`config.mk`:
```
export PLATFORM = sky130hd
export DESIGN_NAME = dial_lock_top
export DESIGN_NICKNAME = d
export VERILOG_FILES = /design/src/rtl/dial_lock_pkg.sv /design/src/rtl/dial_step_match.sv /design/src/rtl/dial_next_state.sv /design/src/rtl/dial_lock_top.sv
export SDC_FILE = /design/constraint.sdc
export NUM_CORES = 1
export LEC_CHECK = 0
export BUFFER_PORTS_ARGS = -buffer_cell sky130_fd_sc_hd__clkbuf_2
export CORE_AREA = 3 3 40 42
export DETAILED_ROUTE_END_ITERATION = 10
export DIE_AREA = 0 0 43 45
export HOLD_SLACK_MARGIN = 0.03
export PLACE_DENSITY = 0.38
export SLEW_MARGIN = 10
export SYNTH_ARGS = -nofsm -noshare
export SYNTH_HDL_FRONTEND = slang
export SYNTH_HIERARCHICAL = 1
export SYNTH_SLANG_ARGS = --single-unit
export TNS_END_PERCENT = 20
```
`constraint.sdc`:
```
create_clock -name clk -period 2.1 [get_ports clk]
set_clock_uncertainty 0.05 [all_clocks]
set_input_delay 0.105 -clock clk [delete_from_list [all_inputs] [get_ports clk]]
set_output_delay 0.105 -clock clk [all_outputs]
set_load 0.005 [all_outputs]
```
`src/rtl/dial_lock_pkg.sv`:
```
package dial_lock_pkg;

    // Two state bits hold the four states.
    typedef enum logic [1:0] {
        ST_IDLE  = 2'b00,
        ST_STEP1 = 2'b01,
        ST_STEP2 = 2'b10,
        ST_OPEN  = 2'b11
    } lock_state_t;

    localparam int N_STEPS = 3;

endpackage

```
`src/rtl/dial_step_match.sv`:
```
module dial_step_match #(
    parameter int DIAL_W     = 6,
    parameter int DIAL_MAX   = 39,
    parameter bit STEP_DIR   = 1'b1,
    parameter int STEP_VALUE = 13
) (
    input  logic              op_dir,
    input  logic [DIAL_W-1:0] op_value,
    output logic              hit
);

    localparam logic [DIAL_W-1:0] MAX_V  = DIAL_W'(DIAL_MAX);
    localparam logic [DIAL_W-1:0] STEP_V = DIAL_W'(STEP_VALUE);

    logic in_range;

    always_comb begin
        in_range = (op_value <= MAX_V);
        hit      = in_range && (op_dir == STEP_DIR) && (op_value == STEP_V);
    end

endmodule

```
`src/rtl/dial_next_state.sv`:
```
module dial_next_state
    import dial_lock_pkg::*;
(
    input  lock_state_t        cur_state,
    input  logic               op_valid,
    input  logic               relock,
    input  logic [N_STEPS-1:0] step_hit,
    output lock_state_t        nxt_state
);

    logic expect_hit;

    // Pick the match flag of the step this state expects next.
    always_comb begin
        unique case (cur_state)
            ST_IDLE:  expect_hit = step_hit[0];
            ST_STEP1: expect_hit = step_hit[1];
            ST_STEP2: expect_hit = step_hit[2];
            ST_OPEN:  expect_hit = 1'b0;
        endcase
    end

    always_comb begin
        nxt_state = cur_state;
        if (relock) begin
            nxt_state = ST_IDLE;
        end else if (op_valid) begin
            unique case (cur_state)
                ST_IDLE, ST_STEP1, ST_STEP2: begin
                    if (expect_hit) begin
                        unique case (cur_state)
                            ST_IDLE:  nxt_state = ST_STEP1;
                            ST_STEP1: nxt_state = ST_STEP2;
                            default:  nxt_state = ST_OPEN;
                        endcase
                    end else if (step_hit[0]) begin
                        nxt_state = ST_STEP1;
                    end else begin
                        nxt_state = ST_IDLE;
                    end
                end
                ST_OPEN: nxt_state = ST_OPEN;
            endcase
        end
    end

endmodule

```
`src/rtl/dial_lock_top.sv`:
```
module dial_lock_top
    import dial_lock_pkg::*;
#(
    parameter int DIAL_W   = 6,
    parameter int DIAL_MAX = 39,
    parameter bit S1_DIR   = 1'b1,
    parameter int S1_VALUE = 13,
    parameter bit S2_DIR   = 1'b0,
    parameter int S2_VALUE = 22,
    parameter bit S3_DIR   = 1'b1,
    parameter int S3_VALUE = 3
) (
    input  logic              clk,
    input  logic              rst,
    input  logic              op_valid,
    input  logic              op_dir,
    input  logic [DIAL_W-1:0] op_value,
    input  logic              relock,
    output logic              unlocked
);

    lock_state_t        state_q;
    lock_state_t        state_d;
    logic [N_STEPS-1:0] step_hit;

    // one comparator per step, each set by its own parameters.
    for (genvar g = 0; g < N_STEPS; g++) begin : g_step
        localparam bit G_DIR = (g == 0) ? S1_DIR   : (g == 1) ? S2_DIR   : S3_DIR;
        localparam int G_VAL = (g == 0) ? S1_VALUE : (g == 1) ? S2_VALUE : S3_VALUE;
        dial_step_match #(
            .DIAL_W    (DIAL_W),
            .DIAL_MAX  (DIAL_MAX),
            .STEP_DIR  (G_DIR),
            .STEP_VALUE(G_VAL)
        ) u_match (
            .op_dir  (op_dir),
            .op_value(op_value),
            .hit     (step_hit[g])
        );
    end

    dial_next_state u_next (
        .cur_state(state_q),
        .op_valid (op_valid),
        .relock   (relock),
        .step_hit (step_hit),
        .nxt_state(state_d)
    );

    // State register.
    always_ff @(posedge clk) begin
        if (rst) state_q <= ST_IDLE;
        else     state_q <= state_d;
    end

    // Moore output.
    always_comb begin
        unique case (state_q)
            ST_OPEN: unlocked = 1'b1;
            default: unlocked = 1'b0;
        endcase
    end


    relock_clears_chk: assert property (@(posedge clk) disable iff (rst)
        relock |=> !unlocked);


    open_holds_chk: assert property (@(posedge clk) disable iff (rst)
        (unlocked && !relock) |=> unlocked);


    no_strobe_hold_chk: assert property (@(posedge clk) disable iff (rst)
        (!op_valid && !relock) |=> $stable(state_q));


    open_needs_event_chk: assert property (@(posedge clk) disable iff (rst)
        $rose(unlocked) |-> $past(op_valid));


    final_step_opens_chk: assert property (@(posedge clk) disable iff (rst)
        (state_q == ST_STEP2 && op_valid && !relock && step_hit[2]) |=> unlocked);


    restart_chk: assert property (@(posedge clk) disable iff (rst)
        (state_q == ST_STEP1 && op_valid && !relock && !step_hit[1] && step_hit[0])
            |=> (state_q == ST_STEP1));

endmodule

```
# After elaboration in Yosys (flattened, before gate mapping)
# Index checks and enable logic that the tools add are counted.
# totals
register_bits	2
inputBits	11
output_inout_bits	1
# classes
n_lt_le_gt_ge	1
n_eq_ne	6
muxes	6
bitwise_logic	1
n_reduce_logical	8
# op_table
operator	count
$pmux 2 s2	2
$eq 6x2->1 const B	1
$eq 6x4->1 const B	1
$eq 6x5->1 const B	1
$le 6x6->1 const B	1
$logic_and 1x1->1	5
$eq 2x2->1 const B	2
$pmux 1 s4	1
$reduce_or 3->1	1
$eq 2x1->1 const B	1
$logic_not 2->1	1
$mux 1	2
$mux 2	1
$reduce_or 2->1	1
$not 1->1	1

# Logic depth before layout (Yosys ltp)
# Gate-level depths: netlist (run 1).
# logic_depth
ltp_word	6
depth_mapped	6

# Hierarchy
# The synthesis (run 1) kept the hierarchy.
# modules_own_cells
mod	n_inst	cells_per_inst	area_per_inst_um2
dial_lock_top	1	5	58.8
dial_next_state	1	10	57.6
dial_step_match at g_step[0].u_match	1	3	25.0
dial_step_match at g_step[1].u_match	1	3	23.8
dial_step_match at g_step[2].u_match	1	2	21.3

# Least setup slack after synthesis (run 1)
# OpenSTA, ideal clock, no wires.
# synth_timing
path_kind	input-to-reg
from	input port op_value[5]
to	register state_q[0]
setup_time_ns	0.114
t_arrival_ns	1.174
t_required_ns	1.936
slack_ns	0.762
path_stages	6
path_buffers	0
path_cell_list	or4b_1 nor3_2 nand2_1 a21oi_1 a211oi_1 nor2b_1
# synth_between
elab_chain_len	6
word_cells_on_any_way	13
# synth_rtl
item	line	rtl
start: declaration	dial_lock_top.sv:17	input logic [DIAL_W-1:0] op_value,
$le 6x6->1	dial_step_match.sv:18	in_range = (op_value <= MAX_V);
$logic_and 1x1->1	dial_step_match.sv:19	hit = in_range && (op_dir == STEP_DIR) && (op_value == STEP_V);
$logic_and 1x1->1 *	dial_step_match.sv:19	
net step_hit[1]	dial_lock_top.sv:24	logic [N_STEPS-1:0] step_hit;
$pmux 1 s4 *	dial_next_state.sv:15	unique case (cur_state)
$mux 2 *	dial_next_state.sv:30	if (expect_hit) begin
$pmux 2 s2 *	dial_next_state.sv:28	unique case (cur_state)
end signal: assignment	dial_lock_top.sv:53	else state_q <= state_d;
end: declaration	dial_lock_top.sv:22	lock_state_t state_q;
# Mark *: on every way through the listed nets, which the timed path passes. The rest lies on a longest branch.
# A chain may end at the register's enable or synchronous reset.

# Worst setup path after layout (run 1)
# Ends and elaborated chain as after synthesis.

==> results of run 1 <==
-- cells by family after synthesis --
family,Yosys count,synth area share (%)
buffers and inverters,1,2.01
AO/OA/AOI/OAI,5,17.4
AND/OR/NAND/NOR,15,59.1
flip-flops,2,21.5
-- critical path, stage by stage --
cell      delay [ns]
clkbuf_2        0.09
or4b_1          0.53
nor3_2          0.20
nand2_1         0.07
a21oi_1         0.16
a211oi_1        0.06
nor2b_1         0.12
-- layer usage --
layer	track usage [%]	vias to the layer above
li1	-	120
met1	6.94	87
met2	9.28	12
met3	1.20	0
met4	3.61	0
met5	0	-
-- through the flow --
step / hold WS (ns) / worst slack (ns) / instance area, µm² / util (%) / power, mW
floorplan: 0.127 / 0.762 / 186 / - / 0.0446
global placement: 0.231 / 0.624 / 260 / 20.3 / 0.0578
detailed placement: 0.237 / 0.587 / 260 / 20.3 / 0.0590
CTS: 0.123 / 0.826 / 293 / 22.8 / 0.147
global route: 0.146 / 0.667 / 293 / 22.8 / 0.150
finish: 0.126 / 0.829 / 293 / 22.8 / 0.142
-- layout by cell type, fill, tap and decap left out --
cell type and instances:
dlygate4sd3_1 1, o21ai_0 1, nand2_1 3, nor3_2 2, and2_1 1, nand2b_1 2, nor4_2 1, clkbuf_4 3
a22oi_1 1, a211oi_1 2, nor2b_1 2, dfxtp_1 2, nor3_1 1, or4b_1 1, nand4bb_1 1, inv_1 1
a21oi_1 1, clkbuf_2 11, nand4b_1 1
-- cell usage after synthesis, drive strengths merged --
library cell / n
a21oi: 1
a22oi: 1
a211oi: 2
nand2b: 2
nand4b: 1
or4b: 1
nand4bb: 1
nor3: 3
dfxtp: 2
nor4: 1
nor2b: 2
nand2: 3
o21ai: 1
inv: 1
and2: 1
-- area by class of cell --
class | instances | area (µm²)
multi-input combinational | 20 | 143
fill | 145 | 992
inverter | 1 | 3.75
timing repair buffer | 12 | 65.1
sequential | 2 | 40.0
tap | 15 | 18.8
clock buffer | 3 | 22.5
-- worst min path at each step --
stage / to / slack [ns] / cells past startpoint
2_1_floorplan: state_q[0] / 0.13 / 1
3_3_place_gp: state_q[0] / 0.23 / 2
3_5_place_dp: state_q[0] / 0.24 / 2
4_1_cts: state_q[0] / 0.12 / 3
5_1_grt: state_q[0] / 0.15 / 3
6_report: state_q[0] / 0.13 / 3
-- power by group --
group / internal, mW / switching (mW)
sequential: 0.0383 / 0.0000289
combinational: 0.0113 / 0.0104
clock: 0.0629 / 0.0195
==> flow_summary.ini, run 1 <==
[status]
status = completed

[synth]
yosysTopAreaCellShare_pct = 21.5
seq_area_frac_synth_pct = 21.5
synth_area_leaders = dfxtp_1 21%, nor3_2 11%, a211oi_1 8.1%
synth_seq_cells = 2
synth_area_um2 = 186
avgSynthCellArea_um2 = 8.11
ys_warn_count = 6
synth_top_cell_by_area = dfxtp_1
ys_types = 16
netlist_instances = 23
syn_nets = 34

[power_and_ir_drop]
powerDensity_nw_per_um2 = 486
power.leakage_nw = 0.110
ir_drop_uv = 107

[route]
ant_nets = 0
viasPerCell = 4.13
vias = 219
met3WireLength_um = 39
wl_per_cell_um = 9.30
firstDrtPassIters = 1
highest_layer = met3
wl_met2_um = 195
drt-initial-drc-count = 0
drc = 0
wirelength_um = 493
m1WireLength_um = 257

[sta]
worstMarginPinSlew_ns = 0.266
period_share_pct = 60.5
max_freq_mhz = 787
drv_slew = 0
max-slew-margin-rel_pct = 82.1
setup_viol = 0
final-hold-violation-count = 0
tns_ns = 0
min_period_ns = 1.27
rsz0062_at_grt = no

[floorplan]
io_pins = 12
rows = 13
core_um2 = 1280
fp.dieW_um = 43
die_h_um = 45
initial_core_util_pct = 14.5
dieArea_um2 = 1940

[global_routing]
grt_pass1_vias = 233
grt_start_max_net_pins = 5
grt_util_all_layers_pct = 5.73
grt_pass1_wl_um = 807
grt_antenna_before_repair = 0
grt-ovfl-total = 0

[cts]
cts_made_buffers = 3
clock_sinks = 2
htree_levels = 1
post-cts-setup-buffer-count = 0
clk_latency_ns = 0.22
cts-root-buf = clkbuf_4
cts_resized = 0
clk_pin_slew_ns = 0.03
clockBufferDepth = 2
hold_buffers = 1
cts_tree = built

[setup_path]
cp-end-kind = flip-flop
required_ns = 2.16
worstRegToRegCells = 4
timing.rr.end = state_q[1]
r2r_start = state_q[0]
crit_fanout = 3
cp-start-kind = primary input
cp.arrival_ns = 1.33
r2r_setup_slack_ns = 1.09
cp-endpoint = state_q[0]
crit_type = primary input to flip-flop
crit_start = op_value[5]

[worst_hold_path]
min_path_type = primary input to flip-flop
hold_path.startpoint = relock

[cells_and_area]
final_cells = 53
final_layout_size_suffix_gt1_share_pct = 44.7
reg_top3 = state_q: 2 flops
num_antenna_cells = 0
largest_reg_flops = 2
area_delta_synth_final_pct = 57.0
fin_nets = 51
regMostFlops = state_q

[placed_design]
gp_congestion = 0.687
hpwl_um = 402
port_buffers = 11
place_inst = 49

[run]
cap_violations = 0
(Power assumes the default switching activity.)
==> run 2, diff against run 1 <==
Settings changed: PLACE_DENSITY 0.38 to 0.39.
Clock period 2.1 ns to 1 ns, I/O delays scaled along.
==> run 2 against run 1 <==
- the flow now finishes with violations (negative setup slack)
- first-iteration DRC count stayed put
- critical path depth stayed put
- worst hold slack worse by 0.056 ns
- utilization grew 4.6 points
- design area grew 20%
- sequential share of layout area is 2.3 points lower
- sequential power grew 110%
- critical path type unchanged
==> flow_summary.ini, run 2 (synthesis results as in run 1) <==
[status]
status = complete, but fails checks
violations = negative setup slack

[placed_design]
hpwl_um = 420
pre_cts_ws_ns = -0.473
place_inst = 55
gp_congestion = 0.608
port_buffers = 11

[floorplan]
dieArea_um2 = 1940
core_um2 = 1280
fp.dieW_um = 43
io_pins = 12
die_h_um = 45
rows = 13
initial_core_util_pct = 14.5

[cells_and_area]
fin_nets = 57
finish.utilization_pct = 27.4
num_antenna_cells = 0
regMostFlops = state_q
final_cell_mix = 11 x clkbuf_2, 6 x buf_4, 3 x clkbuf_4, 3 x nand2_1
final_common_cell = clkbuf_2
fillers = 136
reg_top3 = state_q: 2 flops
area_delta_synth_final_pct = 88.6
final_layout_size_suffix_gt1_share_pct = 56.8
final_cells = 59
largest_reg_flops = 2

[route]
viasPerCell = 3.95
wirelength_um = 531
drt-initial-drc-count = 0
firstDrtPassIters = 1
ant_nets = 0
wl_per_cell_um = 9.00
drc = 0
vias = 233

[cts]
clk_pin_slew_ns = 0.03
cts_made_buffers = 3
htree_levels = 1
clk_latency_ns = 0.22
post-cts-setup-buffer-count = 0
cts-root-buf = clkbuf_4
clock_sinks = 2
cts_tree = built
clockBufferDepth = 2

[setup_path]
worstRegToRegCells = 4
cp-end-kind = flip-flop
r2r_setup_slack_ns = 0.03
r2r_start = state_q[0]
crit_fanout = 2
required_ns = 1.07
crit_start = op_value[5]
cp.arrival_ns = 1.23
timing.rr.end = state_q[1]
cp-start-kind = primary input
crit_type = primary input to flip-flop
cp-endpoint = state_q[0]

[sta]
setup_viol = 3
max-slew-margin-rel_pct = 83.7
min_period_ns = 1.17
worstMarginPinSlew_ns = 0.243
rsz0062_at_grt = yes
final-hold-violation-count = 0
timing.final.ws_setup_ns = -0.165
period_share_pct = 117
drv_slew = 0
max_freq_mhz = 858
tns_ns = -0.296

[power_and_ir_drop]
swShare_pct = 22.9
powerDensity_nw_per_um2 = 923
seqPwrFrac_pct = 24.8
switchingPower_mw = 0.0742
clkPwrFrac_pct = 55.5
power.leakage_nw = 0.148
ir_drop_uv = 178
pwr-share-comb_pct = 19.7
p_int_mw = 0.250

[global_routing]
grt_antenna_before_repair = 0
grt_pass1_wl_um = 924
grt_util_all_layers_pct = 6.57
grt_start_max_net_pins = 5
grt-ovfl-total = 0
grt_pass1_vias = 260

[run]
cap_violations = 0

[worst_hold_path]
min_path_type = primary input to flip-flop
run 2: cell types whose count changed in the layout (fill, tap and decap cells not counted):
cell     previous run  this run
a21oi_1             1         0
or4b_4              0         1
nor3_4              0         1
buf_4               0         6
a21oi_2             0         1
nor3_2              2         1
or4b_1              1         0
run 2: metrics by stage:
| stage | power [mW] | hold WS, ns | cell area (µm²) |
|---|---|---|---|
| CTS | 0.337 | 0.0605 | 352 |
| detailed placement | 0.138 | 0.180 | 305 |
| finish | 0.325 | 0.0696 | 352 |
| global route | 0.343 | 0.0750 | 352 |
| floorplan | 0.0936 | 0.0716 | 186 |
| global placement | 0.138 | 0.185 | 305 |
run 2: how the worst min path moves through the flow:
stage / startpoint / end / slack [ns] / depth (start not counted)
floorplan: rst / state_q[0] / 0.07 / 1
global placement: rst / state_q[1] / 0.18 / 2
detailed placement: rst / state_q[1] / 0.18 / 2
CTS: relock / state_q[1] / 0.06 / 3
global route: relock / state_q[0] / 0.08 / 3
finish: relock / state_q[0] / 0.07 / 3
run 2: final cells by class:
class / instances / area [µm²] / area share [%]
Multi-Input combinational cell: 20 / 156 / 44.5
Timing Repair Buffer: 18 / 110 / 31.3
Sequential cell: 2 / 40.0 / 11.4
Clock buffer: 3 / 22.5 / 6.41
Tap cell: 15 / 18.8 / 5.34
Inverter: 1 / 3.75 / 1.07
run 2: routing by layer:
layer	vias up	global-route usage [%]	wire length, µm
li1	132	-	-
met1	89	7.67	264
met2	12	10.2	213
met3	0	0.398	53
met4	0	7.23	0
met5	-	0	0
run 2: what timing repair did:
action / 4_1_cts / 5_1_grt
hold buffers: 1 / 0
setup endpoints to repair: 3 / 3
resized for setup: 3 / 0
endpoints found under the hold margin: 2 / 0
pin swaps: 3 / 0
run 2: power by group through the flow:
stage / combinational [mW] / sequential, mW / clock, mW
after floorplan: 0.0121 / 0.0815 / 0
final: 0.0640 / 0.0805 / 0.180
after CTS: 0.0642 / 0.0804 / 0.192
after global placement: 0.0567 / 0.0815 / 0
after detailed placement: 0.0567 / 0.0815 / 0
after global routing: 0.0708 / 0.0804 / 0.191
run 2: critical path, stage by stage:
cell and delay [ns]:
clkbuf_2 0.09, or4b_4 0.54, nor3_4 0.18, nand2_1 0.09, a21oi_2 0.11, a211oi_1 0.05
nor2b_1 0.13
